<file path="src/rtl/dbg_seq_pkg.sv">
package dbg_seq_pkg;
  localparam int unsigned STW   = 3;  // state / target code width
  localparam int unsigned N_MID = 3;  // intermediate states

  typedef enum logic [STW-1:0] {
    ST_IDLE = 3'd0,
    ST_S1   = 3'd1,
    ST_S2   = 3'd2,
    ST_S3   = 3'd3,
    ST_FIN  = 3'd4
  } seq_state_e;
endpackage

</file>
<file path="src/rtl/dbg_seq_arb.sv">
module dbg_seq_arb
  import dbg_seq_pkg::*;
#(
  parameter int unsigned N_CH = 3,
  localparam int unsigned RW  = N_MID * N_CH * STW
) (
  input  seq_state_e         cur_i,
  input  logic               sw_trig_i,
  input  logic [N_CH-1:0]    match_i,
  input  logic [RW-1:0]      route_i,
  output logic               go_o,
  output seq_state_e         nxt_o
);
  logic            mid;
  logic [1:0]      row;
  logic [STW-1:0]  tgt [N_CH];
  logic [N_CH-1:0] to_fin, to_mid;
  logic            fin_hit;
  logic [STW-1:0]  mid_tgt;
  logic            mid_hit;

  assign mid = (cur_i == ST_S1) || (cur_i == ST_S2) || (cur_i == ST_S3);
  assign row = mid ? 2'(cur_i - ST_S1) : 2'd0;

  for (genvar c = 0; c < N_CH; c++) begin : g_ch
    assign tgt[c]    = route_i[(int'(row)*N_CH + c)*STW +: STW];
    assign to_fin[c] = match_i[c] && (tgt[c] == ST_FIN);
    assign to_mid[c] = match_i[c] && (tgt[c] >= ST_S1) && (tgt[c] <= ST_S3);
  end

  assign fin_hit = |to_fin;

  // lowest channel index wins among intermediate targets
  always_comb begin
    mid_tgt = '0;
    mid_hit = 1'b0;
    for (int c = N_CH-1; c >= 0; c--) begin
      if (to_mid[c]) begin
        mid_tgt = tgt[c];
        mid_hit = 1'b1;
      end
    end
  end

  assign go_o  = mid && (sw_trig_i || fin_hit || mid_hit);
  assign nxt_o = (sw_trig_i || fin_hit) ? ST_FIN : seq_state_e'(mid_tgt);
endmodule

</file>
<file path="src/rtl/dbg_seq_fsm.sv">
module dbg_seq_fsm
  import dbg_seq_pkg::*;
(
  input  logic       clk_i,
  input  logic       rst_ni,
  input  logic       arm_i,
  input  logic       go_i,
  input  seq_state_e nxt_i,
  output seq_state_e state_o
);
  seq_state_e state_q, state_d;
  logic       arm_q;

  always_comb begin
    state_d = state_q;
    if (!arm_i) begin
      state_d = ST_IDLE;
    end else begin
      unique case (state_q)
        ST_IDLE: if (!arm_q) state_d = ST_S1;
        ST_FIN:  state_d = ST_IDLE;  // one-cycle pass, then disarm
        ST_S1, ST_S2, ST_S3: if (go_i) state_d = nxt_i;
        default: state_d = ST_IDLE;
      endcase
    end
  end

  always_ff @(posedge clk_i or negedge rst_ni) begin
    if (!rst_ni) begin
      state_q <= ST_IDLE;
      arm_q   <= 1'b0;
    end else begin
      state_q <= state_d;
      arm_q   <= arm_i;
    end
  end

  assign state_o = state_q;
endmodule

</file>
<file path="src/rtl/dbg_seq_brk.sv">
module dbg_seq_brk #(
  parameter int unsigned N_CH = 3
) (
  input  logic            clk_i,
  input  logic            rst_ni,
  input  logic            armed_i,
  input  logic [N_CH-1:0] match_i,
  input  logic [N_CH-1:0] brk_en_i,
  output logic [N_CH-1:0] brk_o
);
  for (genvar c = 0; c < N_CH; c++) begin : g_brk
    logic brk_q;
    always_ff @(posedge clk_i or negedge rst_ni) begin
      if (!rst_ni) brk_q <= 1'b0;
      else         brk_q <= armed_i && match_i[c] && brk_en_i[c];
    end
    assign brk_o[c] = brk_q;
  end
endmodule

</file>
<file path="src/rtl/dbg_seq_top.sv">
module dbg_seq_top
  import dbg_seq_pkg::*;
#(
  parameter int unsigned N_CH = 3,
  localparam int unsigned RW  = N_MID * N_CH * STW
) (
  input  logic            clk_i,
  input  logic            rst_ni,
  input  logic            arm_i,
  input  logic            sw_trig_i,
  input  logic [N_CH-1:0] match_i,
  input  logic [N_CH-1:0] brk_en_i,
  input  logic [RW-1:0]   route_i,
  output logic [STW-1:0]  state_o,
  output logic            trig_o,
  output logic [N_CH-1:0] brk_o,
  output logic            armed_o
);
  seq_state_e cur, nxt;
  logic       go;

  dbg_seq_arb #(.N_CH(N_CH)) u_arb (
    .cur_i    (cur),
    .sw_trig_i(sw_trig_i),
    .match_i  (match_i),
    .route_i  (route_i),
    .go_o     (go),
    .nxt_o    (nxt)
  );

  dbg_seq_fsm u_fsm (
    .clk_i  (clk_i),
    .rst_ni (rst_ni),
    .arm_i  (arm_i),
    .go_i   (go),
    .nxt_i  (nxt),
    .state_o(cur)
  );

  dbg_seq_brk #(.N_CH(N_CH)) u_brk (
    .clk_i   (clk_i),
    .rst_ni  (rst_ni),
    .armed_i (armed_o),
    .match_i (match_i),
    .brk_en_i(brk_en_i),
    .brk_o   (brk_o)
  );

  assign state_o = cur;
  assign armed_o = (cur != ST_IDLE);
  assign trig_o  = (cur == ST_FIN);
endmodule

</file>
<file path="config.mk">
export PLATFORM = sky130hd
export DESIGN_NAME = dbg_seq_top
export DESIGN_NICKNAME = d
export VERILOG_FILES = /design/src/rtl/dbg_seq_pkg.sv /design/src/rtl/dbg_seq_arb.sv /design/src/rtl/dbg_seq_fsm.sv /design/src/rtl/dbg_seq_brk.sv /design/src/rtl/dbg_seq_top.sv
export SDC_FILE = /design/constraint.sdc
export NUM_CORES = 1
export LEC_CHECK = 0
export CAP_MARGIN = 0
export CORE_MARGIN = 5
export CORE_UTILIZATION = 43
export CTS_CLUSTER_DIAMETER = 50
export DETAILED_ROUTE_END_ITERATION = 12
export PLACE_DENSITY = 0.85
export SETUP_SLACK_MARGIN = 0.5
export SYNTH_ARGS = -nofsm -noshare
export SYNTH_HDL_FRONTEND = slang
export SYNTH_HIERARCHICAL = 1
export SYNTH_SLANG_ARGS = --single-unit
</file>
<file path="constraint.sdc">
create_clock -name clk_i -period 8.2 [get_ports clk_i]
set_input_delay 1.64 -clock clk_i [delete_from_list [all_inputs] [get_ports clk_i]]
set_output_delay 1.64 -clock clk_i [all_outputs]
set_load 0.05 [all_outputs]
</file>
==> results_dict.tcl, run 1 <==
set metrics [dict create \
    status "finished clean" \
    setup_viol 0 \
    dpl.hpwl_mm 2.30 \
    r2r-start "u_fsm/state_o[0]" \
    grt_pass1_vias 1106 \
    clock.fmax_mhz 265 \
    slew_headroom_pct 52.0 \
    post_cts_buffers 0 \
    critPathMaxFanout 26 \
    grt_max_degree 27 \
    fin_crit_ns 3.78 \
    rr_worst_depth 10 \
    worstPathRequired_ns 6.56 \
    synth_seq_cells 7 \
    drtAntennaViolNets 0 \
    antenna_found_initial 0 \
    seq_area_frac_synth_pct 19.3 \
    fin_skew_ns 0.00494 \
    synth_fp_nets 163 \
    end_kind "output port" \
    r2r_setup_slack_ns 4.48 \
    min_period_over_period_pct 46.1 \
    die_area_sq_um 3140 \
    htreeDepth 1 \
    start_kind "flop" \
    critPathBufInv 1 \
    clockBufferDepth 2 \
    firstDrtPassIters 4 \
    avgSynthCellArea_sq_um 7.40 \
    syn_area_sq_um 910 \
    rsz0062_at_grt "false" \
    final_core_util_pct 68.2 \
    hp-class "reg -> reg" \
    grt_overflow 0 \
    n_antenna_cell 0 \
    port-buffer-count 44 \
    placed_cell_area_sq_um 1330 \
    synth_edf_count 0 \
    crit_path_cell_trace "or3_1 > clkdlybuf4s50_1" \
    drive_gt1_share_pct 6.79 \
    cts-resized-gates 0 \
    power_leakage_uw 0.000529 \
    clkPwrFrac_pct 16.1 \
    drtIter0Drc 56 \
    routed_wl_mm 2.84 \
    nets 203 \
    hold_depth 3 \
    numCtsBuffers 3 \
    path_clk_slew_ns 0.05 \
    synth_cell_type_count 46 \
    cp.arrival_ns 2.14 \
    design.core.area_sq_um 1980 \
    ios 45 \
    grt_usage_pct 18.8 \
    crit_slowest_cell "clkdlybuf4s50_1" \
    routedWlPerCell_um 15.0 \
    async_flop_share_pct 100 \
    drc 0 \
    initial_core_util_pct 45.9 \
    vias_per_cell 6.11 \
    p_switching_uw 83.4 \
    rr_endpoint "u_fsm/state_o[0]" \
    cts_sinks 7 \
    report.final.slew_viol_count 0 \
    yosysWarnings 6 \
    cts_root_buf "clkbuf_4" \
    final-hold-violation-count 0 \
    dieWidth_um 56.0 \
    cts_tree "yes" \
    crit_family "buffers and inverters" \
    min_from "u_fsm/arm_q" \
    cellPowerDensity_nw_per_um2 141 \
    hold-worst-slack_ns 0.634 \
    p_int_uw 108 \
    die_y_um 56.0 \
    max-cap-violations 0 \
    postCtsHoldBufs 0 \
    syn-instance-count 123 \
    final_area_sq_um 1350 \
    grt_pass1_wl_mm 4.86 \
    gp_congestion 0.898 \
    row_count 16 \
    hold_end "u_fsm/state_o[0]" \
    tightest_slew_ns 0.720 \
    tns_ns 0 \
    p_sw_share_pct 43.7 \
    max_stage_delay_ns 0.73 \
    peakVddDrop_mv 0.0839 \
    combPwrFrac_pct 61.2 \
    pwr-share-seq_pct 22.7 \
    worstSetupPathType "reg -> out" \
    area_growth_pct 48.6 \
    ys.flop_type "dfrtp_1" \
    vias 1155 \
    clk-insertion-delay-late_ns 0.25 \
]
-- worst register-to-register path, cell delays in order, from the launching register on --
cell and delay [ns]:
dfrtp_1 0.80, inv_1 0.16, ha_1 0.26, nor3_2 0.60, nor2_2 0.14, a222oi_1 0.60, o221ai_2 0.24, o41a_1 0.51
inv_1 0.09, o21ai_0 0.08, a21oi_1 0.16
-- layer usage --
| metal | part of all wire [%] | wire length, um | GRT usage [%] | vias to the layer above |
|---|---|---|---|---|
| met4 | 1.6 | 44 | 7.46 | 0 |
| li1 | - | - | - | 544 |
| met2 | 48 | 1370 | 31.1 | 78 |
| met1 | 40 | 1130 | 23.1 | 527 |
| met3 | 10 | 291 | 4.64 | 6 |
| met5 | 0 | 0 | 0 | - |
-- state kept, by name (all words and copies together), names as in the netlist --
signal and cells:
u_brk/g_brk.brk_q 3, u_fsm/arm_q 1, u_fsm/state_o 3
-- layout by cell type (no fill, tap or decap), types with 3 or more instances in the layout --
cell type        count
a22oi_1              3
clkdlybuf4s50_1     44
nor3_1               7
dfrtp_1              7
o22ai_1              3
inv_1                8
ha_1                 3
a21oi_1              5
or3_1                3
nor4b_1              3
nand3_1              3
nand2_1              8
nor2_1              15
clkbuf_4             3
a2bb2oi_1            3
o21ai_0              3
and3_1               3
-- per-stage QoR --
step | power [uW] | worst slack [ns] | cells
CTS | 191 | 4.42 | 189
detailed placement | 159 | 4.35 | 185
global placement | 157 | 4.43 | 185
global route | 205 | 4.16 | 189
finish | 191 | 4.42 | 189
floorplan | 123 | 4.67 | 123
-- worst max-delay path by stage --
| stage | to | cells past startpoint | slack, ns | startpoint |
|---|---|---|---|---|
| floorplan | trig_o | 1 | 4.67 | u_fsm/state_o[2] |
| detailed placement | u_fsm/state_o[0] | 9 | 4.35 | route_i[2] |
| finish | armed_o | 2 | 4.42 | u_fsm/state_o[0] |
| global placement | u_fsm/state_o[0] | 8 | 4.43 | route_i[2] |
| CTS | armed_o | 2 | 4.42 | u_fsm/state_o[0] |
| global route | u_fsm/state_o[0] | 10 | 4.16 | u_fsm/state_o[0] |
-- power groups by stage --
| stage | logic (uW) | registers (uW) | clock network (uW) |
|---|---|---|---|
| 3_3_place_gp | 113 | 43.8 | 0 |
| 4_1_cts | 116 | 43.4 | 31.9 |
| 2_1_floorplan | 78.8 | 44.4 | 0 |
| 3_5_place_dp | 115 | 43.9 | 0 |
| 6_report | 117 | 43.4 | 30.6 |
| 5_1_grt | 127 | 44.4 | 33.7 |
-- synth_stat cells, types with 2 or more instances --
| cell type | instances | area [sq um] |
|---|---|---|
| a221oi_1 | 2 | 17.5 |
| a21oi_1 | 5 | 25.0 |
| inv_1 | 8 | 30.0 |
| nor3_1 | 7 | 35.0 |
| clkbuf_1 | 2 | 7.51 |
| or3_1 | 3 | 18.8 |
| nor4b_1 | 3 | 26.3 |
| o21ai_0 | 3 | 15.0 |
| a222oi_1 | 2 | 20.0 |
| a31oi_1 | 2 | 12.5 |
| nand3_1 | 3 | 15.0 |
| a211oi_1 | 2 | 15.0 |
| nor3b_1 | 2 | 15.0 |
| buf_2 | 2 | 10.0 |
| and3_1 | 3 | 18.8 |
| nor2b_1 | 2 | 12.5 |
| nand2_1 | 8 | 30.0 |
| nor2_1 | 15 | 56.3 |
| a22oi_1 | 3 | 22.5 |
| nand2b_1 | 2 | 12.5 |
| dfrtp_1 | 7 | 175 |
| nand4_1 | 2 | 12.5 |
| ha_1 | 3 | 37.5 |
| a2bb2oi_1 | 3 | 26.3 |
| o22ai_1 | 3 | 18.8 |
| o211ai_1 | 2 | 15.0 |
| a21o_1 | 2 | 15.0 |
| buf_4 | 4 | 30.0 |
-- kinds of logic (layout without fill, tap and decap cells) --
logic type / count (synthesis) / in the layout / synth area share [%]
AO/OA/AOI/OAI: 38 / 38 / 32.2
flip-flops: 7 / 7 / 19.3
AND/OR/NAND/NOR: 58 / 58 / 34.7
adder cells (fa/ha/maj): 3 / 3 / 4.13
buffers and inverters: 17 / 56 / 9.77
-- area by class of cell --
type                            instances  area [sq um]
Sequential cell                         7           175
Tap cell                               27          33.8
Timing Repair Buffer                   44           440
Clock buffer                            4          26.3
Multi-Input combinational cell         99           646
Fill cell                             165           631
Inverter                                8          30.0
(Power assumes the default switching activity.)
==> run 2: changes to the inputs <==
--- a/config.mk
+++ b/config.mk
@@ -7,10 +7,10 @@
 export LEC_CHECK = 0
 export CAP_MARGIN = 0
 export CORE_MARGIN = 5
-export CORE_UTILIZATION = 43
+export CORE_UTILIZATION = 40
 export CTS_CLUSTER_DIAMETER = 50
 export DETAILED_ROUTE_END_ITERATION = 12
-export PLACE_DENSITY = 0.85
+export PLACE_DENSITY = 0.8
 export SETUP_SLACK_MARGIN = 0.5
 export SYNTH_ARGS = -nofsm -noshare
 export SYNTH_HDL_FRONTEND = slang
==> constraint.sdc (replaced) <==
create_clock -name clk_i -period 3.8 [get_ports clk_i]
set_input_delay 0.76 -clock clk_i [delete_from_list [all_inputs] [get_ports clk_i]]
set_output_delay 0.76 -clock clk_i [all_outputs]
set_load 0.05 [all_outputs]
==> results_dict.tcl, run 2 (synthesized netlist as in run 1, its figures left out) <==
set metrics [dict create \
    clkPwrFrac_pct 15.5 \
    clock.fmax_mhz 333 \
    fin_skew_ns 0.00336 \
    n_antenna_cell 0 \
    drtIter0Drc 89 \
    final_cell_mix "44 x clkdlybuf4s50_1, 15 x nor2_1, 8 x inv_1, 8 x nand2_1" \
    final-hold-violation-count 0 \
    routed_wl_mm 3.08 \
    tightest_slew_ns 0.502 \
    drc 0 \
    end_kind "flop" \
    ios 45 \
    initial_core_util_pct 41.5 \
    n_fill_cell 186 \
    row_count 17 \
    nets 205 \
    min_period_over_period_pct 79.1 \
    grt_use_met1_pct 22.4 \
    cts_tree "yes" \
    grt_usage_pct 18.6 \
    final_common_cell "clkdlybuf4s50_1" \
    antenna_found_initial 0 \
    clk-insertion-delay-late_ns 0.25 \
    hp-class "reg -> reg" \
    power_uw 426 \
    tns_ns 0 \
    hold-worst-slack_ns 0.625 \
    routedWlPerCell_um 16.1 \
    gp_congestion 0.968 \
    setup_viol 0 \
    place_ws_ns 0.456 \
    cts_root_buf "clkbuf_4" \
    pwr-share-seq_pct 21.4 \
    multi_input_area_sq_um 657 \
    cellPowerDensity_nw_per_um2 308 \
    max_stage_delay_ns 0.50 \
    worstSetupPathType "reg -> reg" \
    numCtsBuffers 3 \
    busiest_layer "met2" \
    crit_path_cell_trace "inv_1 > ha_1 > and2b_1 > nor3_2 > a2bb2oi_1 > and3b_2 > o41a_1 > inv_1 > o21ai_0 > a21oi_1" \
    power_leakage_uw 0.000542 \
    vias 1190 \
    start_kind "flop" \
    combPwrFrac_pct 63.1 \
    design.core.area_sq_um 2190 \
    fin_crit_ns 3.00 \
    drtAntennaViolNets 0 \
    worstPathRequired_ns 3.97 \
    clockBufferDepth 2 \
    regArea_sq_um 179 \
    drive_gt1_share_pct 9.15 \
    grt_max_degree 27 \
    p_switching_uw 186 \
    slew_headroom_pct 66.4 \
    port-buffer-count 44 \
    grt_pass1_vias 1199 \
    grt_overflow 0 \
    final_area_sq_um 1380 \
    firstDrtPassIters 4 \
    use_met3_pct 3.34 \
    dpl.hpwl_mm 2.37 \
    placed_cell_area_sq_um 1330 \
    critPathMaxFanout 14 \
    crit_slowest_cell "dfrtp_4" \
    rsz0062_at_grt "false" \
    cts_sinks 7 \
    path_clk_slew_ns 0.05 \
    p_sw_share_pct 43.7 \
    setup_ws_ns 0.796 \
    dieWidth_um 57.7 \
    grt_pass1_wl_mm 5.03 \
    use_met2_pct 30.2 \
    peakVddDrop_mv 0.159 \
    status "finished clean" \
    htreeDepth 1 \
    vias_per_cell 6.20 \
    p_int_uw 240 \
    die_y_um 57.7 \
    cp.arrival_ns 3.17 \
    path_common_cell "inv_1" \
    area_growth_pct 52.0 \
    die_area_sq_um 3330 \
    max-cap-violations 0 \
    report.final.slew_viol_count 0 \
]
## run 2: cell count changes in the layout (fill, tap and decap cells not counted), sizes merged
| cell | before | now |
|---|---|---|
| buf | 0 | 2 |
## run 2: routing by layer
metal	share of wire (%)	vias up
met4	3.0	0
met5	0	-
met3	9.8	11
met2	46	89
met1	41	541
li1	-	549
## run 2: path summary, 6_finish.rpt
path | startpoint | to | slack (ns) | depth (start not counted)
min reg2reg | u_fsm/arm_q | u_fsm/state_o[0] | 0.63 | 3
max reg2reg | u_fsm/state_o[0] | u_fsm/state_o[0] | 0.80 | 10
max in group asynchronous | rst_ni | u_fsm/state_o[0] | 2.80 | 1
min in group asynchronous | rst_ni | u_fsm/state_o[1] | 0.75 | 1
max | u_fsm/state_o[0] | u_fsm/state_o[0] | 0.80 | 10
min | u_fsm/arm_q | u_fsm/state_o[0] | 0.63 | 3
## run 2: power groups by stage
stage | clock network [uW] | logic (uW) | registers, uW
final | 65.9 | 269 | 91.3
after detailed placement | 0 | 248 | 95.2
after floorplan | 0 | 170 | 96.2
after global routing | 70.4 | 288 | 92.6
after global placement | 0 | 243 | 94.4
after CTS | 68.2 | 251 | 94.1
## run 2: area by class of cell
| class | instances | area share [%] |
|---|---|---|
| timing repair buffer | 46 | 32.9 |
| clock buffer | 4 | 1.90 |
| sequential | 7 | 12.9 |
| inverter | 8 | 2.17 |
| multi-input combinational | 99 | 47.5 |
| tap | 28 | 2.53 |
## run 2: worst max-delay path, delay by kind of cell, from the launching register on
kind                       cells  cell delay, ns
adders and majority gates      1            0.49
AOI/OAI and AO/OA              4            0.95
buffers and inverters          2            0.17
and+or+nand+nor                3            0.80
DFF                            1            0.50
## run 2: metrics by stage
step           util, %  std cells
2_1_floorplan        -        123
3_3_place_gp      60.6        186
3_5_place_dp      60.6        186
4_1_cts           62.1        190
5_1_grt           63.1        192
6_report          63.1        192
## run 2: repair_timing
item,4_1_cts,5_1_grt
buffers inserted,0,2
hold buffers,0,0
gates resized for setup,1,2
endpoints found under the setup margin,2,3
pin swaps,0,2
